## src/rtl/sd_init_pkg.sv

```systemverilog
package sd_init_pkg;

  typedef enum logic [2:0] {
    STEP_WAKE,
    STEP_RESET,
    STEP_IFCOND,
    STEP_APP,
    STEP_OPCOND,
    STEP_OCR,
    STEP_BLKLEN
  } step_e;

  localparam logic [1:0] KIND_WAKE  = 2'd0;
  localparam logic [1:0] KIND_R1    = 2'd1;
  localparam logic [1:0] KIND_TRAIL = 2'd2;

  localparam logic [1:0] CARD_NONE = 2'd0;
  localparam logic [1:0] CARD_V1   = 2'd1;
  localparam logic [1:0] CARD_V2   = 2'd2;

  localparam logic [7:0] REPLY_IDLE     = 8'h01;
  localparam logic [7:0] REPLY_IDLE_ILL = 8'h05;
  localparam logic [7:0] REPLY_READY    = 8'h00;

endpackage

```

## src/rtl/sd_cmd_table.sv

```systemverilog
module sd_cmd_table
  import sd_init_pkg::*;
#(
  parameter int WAKE_BYTES = 16,
  parameter int BLOCK_LEN  = 512
) (
  input  step_e       step_i,
  output logic [1:0]  kind_o,
  output logic [5:0]  idx_o,
  output logic [31:0] arg_o,
  output logic [7:0]  crc_o
);

  always_comb begin
    kind_o = KIND_R1;
    idx_o  = 6'd0;
    arg_o  = 32'd0;
    crc_o  = 8'h95;
    unique case (step_i)
      STEP_WAKE: begin
        kind_o = KIND_WAKE;
        arg_o  = 32'(WAKE_BYTES);
        crc_o  = 8'hFF;
      end
      STEP_RESET:  idx_o = 6'd0;
      STEP_IFCOND: begin
        idx_o = 6'd8;
        arg_o = 32'h0000_01AA;
        crc_o = 8'h87;
      end
      STEP_APP:    idx_o = 6'd55;
      STEP_OPCOND: idx_o = 6'd41;
      STEP_OCR: begin
        idx_o  = 6'd58;
        kind_o = KIND_TRAIL;
      end
      STEP_BLKLEN: begin
        idx_o = 6'd16;
        arg_o = 32'(BLOCK_LEN);
      end
      default: idx_o = 6'd0;
    endcase
  end

endmodule

```

## src/rtl/sd_retry_ctr.sv

```systemverilog
module sd_retry_ctr #(
  parameter int LIMIT = 5000
) (
  input  logic clk,
  input  logic rst,
  input  logic clr_i,
  input  logic bump_i,
  output logic last_o
);

  localparam int CW = (LIMIT < 2) ? 1 : $clog2(LIMIT + 1);

  logic [CW-1:0] cnt_q;

  always_ff @(posedge clk) begin
    if (rst || clr_i) cnt_q <= '0;
    else if (bump_i)  cnt_q <= cnt_q + 1'b1;
  end

  // attempt currently being answered is the final allowed one
  assign last_o = (cnt_q == CW'(LIMIT - 1));

  a_r5_count_in_range: assert property (@(posedge clk) disable iff (rst)
    cnt_q < CW'(LIMIT));

  a_r5_no_bump_past_last: assert property (@(posedge clk) disable iff (rst)
    (last_o && !clr_i) |-> !bump_i);

endmodule

```

## src/rtl/sd_init_seq.sv

```systemverilog
module sd_init_seq
  import sd_init_pkg::*;
#(
  parameter int WAKE_BYTES = 16,
  parameter int MAX_TRIES  = 5000,
  parameter int BLOCK_LEN  = 512
) (
  input  logic        clk,
  input  logic        rst,
  input  logic        start_i,
  output logic        busy_o,
  output logic        done_o,
  output logic        err_o,
  output logic [1:0]  card_type_o,
  output logic        fast_clk_o,
  output logic        cmd_start_o,
  output logic [1:0]  cmd_kind_o,
  output logic [5:0]  cmd_idx_o,
  output logic [31:0] cmd_arg_o,
  output logic [7:0]  cmd_crc_o,
  input  logic        cmd_done_i,
  input  logic [7:0]  cmd_resp_i
);

  step_e      step_q, step_d;
  logic       busy_q, done_q, err_q, fast_q, v2_q, req_q;
  logic [1:0] type_q;
  logic       accept, evt, go, fin_ok, fin_bad, set_v2, bump, last_try;

  assign accept = !busy_q && start_i;
  assign evt    = busy_q && cmd_done_i;

  // next step decision on each engine completion
  always_comb begin
    step_d  = step_q;
    go      = 1'b0;
    fin_ok  = 1'b0;
    fin_bad = 1'b0;
    set_v2  = 1'b0;
    bump    = 1'b0;
    if (evt) begin
      unique case (step_q)
        STEP_WAKE: begin
          go = 1'b1; step_d = STEP_RESET;
        end
        STEP_RESET: begin
          if (cmd_resp_i == REPLY_IDLE) begin go = 1'b1; step_d = STEP_IFCOND; end
          else fin_bad = 1'b1;
        end
        STEP_IFCOND: begin
          if (cmd_resp_i == REPLY_IDLE) begin
            go = 1'b1; set_v2 = 1'b1; step_d = STEP_APP;
          end else if (cmd_resp_i == REPLY_IDLE_ILL) begin
            go = 1'b1; step_d = STEP_APP;
          end else fin_bad = 1'b1;
        end
        STEP_APP: begin
          go = 1'b1; step_d = STEP_OPCOND;
        end
        STEP_OPCOND: begin
          if (cmd_resp_i == REPLY_READY) begin
            go = 1'b1; step_d = v2_q ? STEP_OCR : STEP_BLKLEN;
          end else if (last_try) fin_bad = 1'b1;
          else begin
            go = 1'b1; bump = 1'b1; step_d = STEP_APP;
          end
        end
        STEP_OCR: begin
          go = 1'b1; step_d = STEP_BLKLEN;
        end
        STEP_BLKLEN: begin
          if (cmd_resp_i == REPLY_READY) fin_ok = 1'b1;
          else fin_bad = 1'b1;
        end
        default: fin_bad = 1'b1;
      endcase
    end
  end

  always_ff @(posedge clk) begin
    if (rst) begin
      step_q <= STEP_WAKE;
      busy_q <= 1'b0;
      done_q <= 1'b0;
      err_q  <= 1'b0;
      fast_q <= 1'b0;
      v2_q   <= 1'b0;
      req_q  <= 1'b0;
      type_q <= CARD_NONE;
    end else begin
      req_q  <= 1'b0;
      done_q <= 1'b0;
      if (accept) begin
        busy_q <= 1'b1;
        step_q <= STEP_WAKE;
        req_q  <= 1'b1;
        err_q  <= 1'b0;
        fast_q <= 1'b0;
        v2_q   <= 1'b0;
        type_q <= CARD_NONE;
      end else if (go) begin
        step_q <= step_d;
        req_q  <= 1'b1;
        if (set_v2) v2_q <= 1'b1;
      end else if (fin_ok) begin
        busy_q <= 1'b0;
        done_q <= 1'b1;
        fast_q <= 1'b1;
        type_q <= v2_q ? CARD_V2 : CARD_V1;
      end else if (fin_bad) begin
        busy_q <= 1'b0;
        done_q <= 1'b1;
        err_q  <= 1'b1;
        type_q <= CARD_NONE;
      end
    end
  end

  sd_retry_ctr #(.LIMIT(MAX_TRIES)) u_retry (
    .clk    (clk),
    .rst    (rst),
    .clr_i  (accept),
    .bump_i (bump),
    .last_o (last_try)
  );

  sd_cmd_table #(.WAKE_BYTES(WAKE_BYTES), .BLOCK_LEN(BLOCK_LEN)) u_table (
    .step_i (step_q),
    .kind_o (cmd_kind_o),
    .idx_o  (cmd_idx_o),
    .arg_o  (cmd_arg_o),
    .crc_o  (cmd_crc_o)
  );

  assign busy_o      = busy_q;
  assign done_o      = done_q;
  assign err_o       = err_q;
  assign card_type_o = type_q;
  assign fast_clk_o  = fast_q;
  assign cmd_start_o = req_q;

  a_r9_req_only_busy: assert property (@(posedge clk) disable iff (rst)
    cmd_start_o |-> busy_o);

  a_r9_req_single: assert property (@(posedge clk) disable iff (rst)
    cmd_start_o |=> !cmd_start_o);

  a_r9_done_single: assert property (@(posedge clk) disable iff (rst)
    done_o |=> !done_o);

  a_r9_done_ends_busy: assert property (@(posedge clk) disable iff (rst)
    done_o |-> !busy_o);

  a_r7_fast_on_success: assert property (@(posedge clk) disable iff (rst)
    $rose(fast_clk_o) |-> (done_o && !err_o && card_type_o != CARD_NONE));

  a_r8_fail_outputs: assert property (@(posedge clk) disable iff (rst)
    (done_o && err_o) |-> (card_type_o == CARD_NONE && !fast_clk_o));

  a_r1_slow_while_busy: assert property (@(posedge clk) disable iff (rst)
    busy_o |-> !fast_clk_o);

endmodule

```

## config.mk

```make
export PLATFORM = sky130hd
export DESIGN_NAME = sd_init_seq
export DESIGN_NICKNAME = d
export VERILOG_FILES = /design/src/rtl/sd_init_pkg.sv /design/src/rtl/sd_cmd_table.sv /design/src/rtl/sd_retry_ctr.sv /design/src/rtl/sd_init_seq.sv
export SDC_FILE = /design/constraint.sdc
export NUM_CORES = 1
export LEC_CHECK = 0
export BUFFER_PORTS_ARGS = -buffer_cell sky130_fd_sc_hd__buf_2
export CAP_MARGIN = 20
export CORE_UTILIZATION = 30
export CTS_CLUSTER_SIZE = 25
export DETAILED_ROUTE_END_ITERATION = 8
export REMOVE_ABC_BUFFERS = 1
export SYNTH_ARGS = -nofsm -noshare
export SYNTH_HDL_FRONTEND = slang
export SYNTH_SLANG_ARGS = --single-unit
export TNS_END_PERCENT = 30
```

## constraint.sdc

```tcl
create_clock -name clk -period 2.62 [get_ports clk]
set_clock_uncertainty 0.05 [all_clocks]
set_input_delay 0 -clock clk [delete_from_list [all_inputs] [get_ports clk]]
set_output_delay 0 -clock clk [all_outputs]
set_load 0.02 [all_outputs]
```

; ---- After elaboration in Yosys (flattened, before gate mapping)
; Cells that the tools add are included.
[op_classes]
addsub = 1
n_eq_ne = 13
n_mux = 45
n_reduce_logical = 18
bitwise = 2
[op_table]
columns = cell, n
row1 = $pmux 10 s3, 1
row2 = $pmux 6 s5, 1
row3 = $mux 1, 29
row4 = $pmux 3 s6, 1
row5 = $mux 3, 5
row6 = $pmux 7 s2, 1
row7 = $add 13x1->13 const B, 1
row8 = $eq 13x13->1 const B, 1
row9 = $eq 3x3->1 const B, 3
row10 = $eq 8x1->1 const B, 1
row11 = $eq 8x3->1 const B, 1
row12 = $logic_not 8->1, 1
row13 = $mux 2, 4
row14 = $reduce_and 2->1, 4
row15 = $eq 3x2->1 const B, 2
row16 = $ne 3x3->1 const B, 2
row17 = $reduce_and 6->1, 1
row18 = $reduce_bool 6->1, 1
row19 = $reduce_or 3->1, 2
row20 = $pmux 1 s5, 1
row21 = $pmux 1 s4, 1
row22 = $pmux 2 s2, 1
row23 = $eq 3x1->1 const B, 1
row24 = $logic_not 3->1, 1
row25 = 10 further kinds, 12
[totals]
elab_cells = 88
ff_bits = 24

; ---- Longest topological paths before layout
[logic_depth]
depth_word = 9
depth_mapped = 8
ltp_nobuf = 7

; ---- By module
; From an unflattened synthesis, not the netlist that was laid out.
[unflattened]
cells_unflattened = 226
area_unflattened_um2 = 1809.2
[modules_own_cells]
columns = mod, area_per_inst_um2, instances, seq_area_each_um2, cells_per_inst
row1 = sd_init_seq, 769.5, 1, 220.2, 96
row2 = sd_retry_ctr, 648.1, 1, 260.2, 72
row3 = sd_cmd_table, 391.6, 1, 0.0, 58

; ---- Worst setup path before layout
; OpenSTA, ideal clock, no wires.
[synth_timing]
path_kind = register to register
from = register u_retry.cnt_q[4]
to = register u_retry.cnt_q[3]
arrival_ns = 1.664
stages_incl_launch_ff = 7
setup_slack_ns = 0.789
n_path_buf = 1
required_ns = 2.453
setup_time_ns = 0.117
path_cell_list = dfxtp_1 -> or4b_4 -> o311a_1 -> buf_6 -> nand3_1 -> xor2_1 -> nor2_1
[synth_between]
elab_chain_cells = 5
[synth_lines]
columns = element, line_no
row1 = start: declaration, sd_retry_ctr.sv:13  ; logic [CW-1:0] cnt_q;
row2 = start signal: assignment, sd_retry_ctr.sv:17  ; else if (bump_i) cnt_q <= cnt_q + 1'b1;
row3 = $eq 13x13->1, sd_retry_ctr.sv:21  ; assign last_o = (cnt_q == CW'(LIMIT - 1));
row4 = $mux 1, sd_init_seq.sv:63  ; end else if (last_try) fin_bad = 1'b1;
row5 = $mux 1, sd_init_seq.sv:61  ; if (cmd_resp_i == REPLY_READY) begin
row6 = $mux 1, sd_init_seq.sv:42  ; unique case (step_q)
row7 = $mux 1, sd_init_seq.sv:41  ; if (evt) begin
; Every way passes these cells.
; A chain may end at the register's enable or synchronous reset.

; ---- Worst setup path after layout
[layout_timing]
from = register step_q[0]
to = register req_q, in the netlist cmd_start_o
[layout_between]
elab_chain_cells = 6
elab_cells_between_ends = 11
[layout_lines]
columns = element, line_no
row1 = start: declaration, sd_init_seq.sv:25  ; step_e step_q, step_d;
row2 = start signal: assignment, sd_init_seq.sv:102  ; step_q <= step_d;
row3 = "$eq 3x2->1, or another cell as far along", sd_init_seq.sv:42
row4 = $reduce_or 3->1 (no line), -
row5 = $pmux 1 s4 *, sd_init_seq.sv:42
row6 = $mux 1 *, sd_init_seq.sv:41
row7 = $mux 1 *, sd_init_seq.sv:101  ; end else if (go) begin
row8 = $mux 1 *, sd_init_seq.sv:93  ; if (accept) begin
row9 = end signal: assignment, sd_init_seq.sv:91  ; req_q <= 1'b0;
row10 = end signal: assignment, sd_init_seq.sv:96  ; req_q <= 1'b1;
row11 = end signal: assignment, sd_init_seq.sv:103  ; req_q <= 1'b1;
row12 = end: declaration, sd_init_seq.sv:26  ; logic busy_q, done_q, err_q, fast_q, v2_q, req_q;
; Mark *: on every way between the ends. The rest lies on a longest branch, timed or not.

==> impl_metrics.tcl <==
set metrics [dict create \
    synth.yosys.warnings 0 \
    cp_max_fo 14 \
    synth_edf_count 0 \
    place_congestion 0.8483 \
    first_global_vias 1165 \
    ys_seq_area_frac 0.2826 \
    met2_usage 0.1885 \
    dp_hpwl_um 2539 \
    vias 1390 \
    grt_max_degree 15 \
    clockBufferDepth 2 \
    endpoint_kind "flip-flop" \
    wirelength_um 3225 \
    clock_latency_ns 0.27 \
    ir_drop_v 0.0002391 \
    cts_tree "built" \
    core_um2 5473 \
    detailedRoute.firstPassIterationCount 4 \
    finalPower_mw 0.8342 \
    holdCritPathClass "in2reg" \
    path_buf_inv 1 \
    die_w_um 77.29 \
    slew_headroom 0.6113 \
    maxCapViolCount 0 \
    cts_root_buf "clkbuf_8" \
    ant_nets 0 \
    syn_avg_cell_area_um2 8.460 \
    grt.busiest_layer "met2" \
    finalCritPeriodShare 0.9004 \
    synthFlopType "dfxtp_1" \
    period_minus_slack_ns 2.359 \
    post-route-worst-setup-slack_ns 0.2610 \
    power.density_nw_per_um2 445.4 \
    worstSetupStartpointType "flip-flop" \
    dpl_cell_area_um2 1772 \
    post_cts_resized 0 \
    drv_slew 0 \
    area_delta_synth_final_pct 10.15 \
    cp_slowest_stage_delay_ns 0.57 \
    die_area_um2 5973 \
    path_clk_slew_ns 0.09 \
    drc 0 \
    worstPathRequired_ns 2.74 \
    design_area_um2 1873 \
    drive_gt1_frac 0.2641 \
    yosysTopAreaCell "dfxtp_1" \
    cp_slowest_cell "dfxtp_1" \
    antenna_found_initial 0 \
    hold_violations 0 \
    cp_top_family "simple AND/OR/NAND/NOR gates" \
    max_freq_ghz 0.4239 \
    netlist_area_um2 1700 \
    drt_iter0_drc 41 \
    portBuffers 38 \
    viasPerCell 4.587 \
    cp.arrival_ns 2.47 \
    finalSetupViolCount 0 \
    pre_cts_ws_ns 0.4321 \
    grtUsageMet3 0.03333 \
    cts.sinks 24 \
    postCtsHoldBufs 3 \
    post_cts_buffers 0 \
    antenna_cells 0 \
    leakagePower_nw 0.8099 \
    syn_inst 201 \
    synth_area_leaders "dfxtp_1 28%, buf_4 16%, xor2_1 4.1%, nor2_1 3.8%, nand3_1 2.9%" \
    htreeDepth 1 \
    met1_usage 0.1224 \
    synth_top_area_frac 0.2826 \
    cp_cell_sequence "or3b_2 > a31oi_4 > a211oi_4 > nand2b_1 > a21oi_1 > dlygate4sd3_1" \
    wl_per_cell_um 10.64 \
    die_height_um 77.29 \
    grt_setup_unrepaired "false" \
    start_util 0.3107 \
    worst-setup-path-type "reg2reg" \
    pin_count 67 \
    grt_pass1_wl_um 5168 \
    status "completed" \
    num-fill-cells 605 \
    tightest_slew_ns 0.5785 \
    numCtsBuffers 3 \
    gr-total-overflow 0 \
    track_usage 0.1060 \
    synth_seq_cells 24 \
    async_flop_share 0 \
    ys_types 50 \
    nNetsFinal 245 \
    rows 27 \
]
-- flip-flops by register name (all words and copies together), names as in the netlist --
| register | cells |
|---|---|
| card_type_o | 2 |
| step_q | 3 |
| fast_clk_o | 1 |
| done_o | 1 |
| cmd_start_o | 1 |
| err_o | 1 |
| busy_o | 1 |
| u_retry.cnt_q | 13 |
| v2_q | 1 |
-- worst paths after layout --
path | from | to | slack, ns | cells past startpoint
setup / recovery | step_q[0]$_SDFFE_PP0P_ | cmd_start_o$_SDFF_PP0_ | 0.26 | 6
hold / removal | cmd_resp_i[0] | v2_q$_SDFFE_PP0P_ | 0.02 | 3
setup reg to reg | step_q[0]$_SDFFE_PP0P_ | cmd_start_o$_SDFF_PP0_ | 0.26 | 6
hold reg to reg | fast_clk_o$_SDFFE_PP0P_ | fast_clk_o$_SDFFE_PP0P_ | 0.41 | 2
-- layout by cell type, fill, tap and decap left out, drive strengths merged, types with 2 or more instances in the layout --
cell type / synthesis / layout
nor2: 17 / 17
a21oi: 11 / 11
and3: 5 / 5
o211ai: 2 / 2
xnor2: 2 / 2
buf: 41 / 39
dfxtp: 24 / 24
nand2b: 5 / 5
nand4: 8 / 8
a211oi: 3 / 3
nor2b: 3 / 3
o21ai: 3 / 3
clkbuf: 1 / 3
inv: 8 / 8
a2111oi: 2 / 2
nand3: 12 / 12
or4: 2 / 2
a31oi: 3 / 3
xor2: 8 / 8
dlygate4sd3: 0 / 3
nor4: 4 / 4
nand2: 11 / 11
and2: 5 / 5
conb: 2 / 28
or4b: 2 / 2
a2bb2oi: 2 / 2
nor3: 6 / 6
-- Yosys cell counts, types with 4 or more instances --
library cell / n
a21oi_1: 9
nand2_1: 10
dfxtp_1: 24
nor2_1: 17
nor3_1: 5
and2_1: 4
inv_1: 8
xor2_1: 8
buf_4: 37
nand2b_1: 5
nand4_1: 8
nand3_1: 10
-- report_power, final --
| part | switching (mW) | leakage, nW | internal [mW] |
|---|---|---|---|
| logic | 0.0989 | 0.580 | 0.0361 |
| clock network | 0.120 | 0.0357 | 0.204 |
| registers | 0.00673 | 0.194 | 0.368 |
| total | 0.225 | 0.810 | 0.609 |
-- worst register-to-register path, cell delays in order, from the launching register on --
cell,delay [ns]
dfxtp_1,0.57
or3b_2,0.52
a31oi_4,0.26
a211oi_4,0.09
nand2b_1,0.14
a21oi_1,0.08
dlygate4sd3_1,0.55
-- cells by family (layout without fill, tap and decap cells) --
kind of cell | Yosys count | count (layout) | synth area share
AO/OA/AOI/OAI | 31 | 31 | 0.1589
adder cells (fa/ha/maj) | 1 | 1 | 0.007357
buffers and inverters | 50 | 54 | 0.2024
flip-flops | 24 | 24 | 0.2826
other | 2 | 28 | 0.004417
XOR/XNOR | 10 | 10 | 0.05151
AND/OR/NAND/NOR | 83 | 83 | 0.2929
-- metrics by stage --
stage | std cells | hold WS [ns] | TNS, ns | utilization
after CTS | 303 | 0.02142 | 0 | 0.3423
after detailed placement | 296 | 0.1543 | 0 | 0.3237
after global routing | 303 | 0.02454 | 0 | 0.3423
after global placement | 296 | 0.1541 | 0 | 0.3237
final | 303 | 0.01733 | 0 | 0.3423
after floorplan | 185 | 0.01907 | -0.05746 | -
-- area by class of cell --
type | count | area (um2) | area share
inverter | 8 | 30.03 | 0.01603
clock buffer | 3 | 41.29 | 0.02204
clock inverter | 1 | 30.03 | 0.01603
tap | 72 | 90.09 | 0.04810
sequential | 24 | 480.5 | 0.2565
multi-input combinational | 153 | 973.4 | 0.5197
timing repair buffer | 42 | 227.7 | 0.1216
-- per-layer routing --
| layer | vias up | wire length, um | share of wire |
|---|---|---|---|
| met2 | 46 | 1620 | 0.50 |
| li1 | 700 | - | - |
| met3 | 4 | 182 | 0.056 |
| met5 | - | 0 | 0 |
| met1 | 640 | 1389 | 0.43 |
| met4 | 0 | 33 | 0.010 |
(Power assumes the default switching activity.)
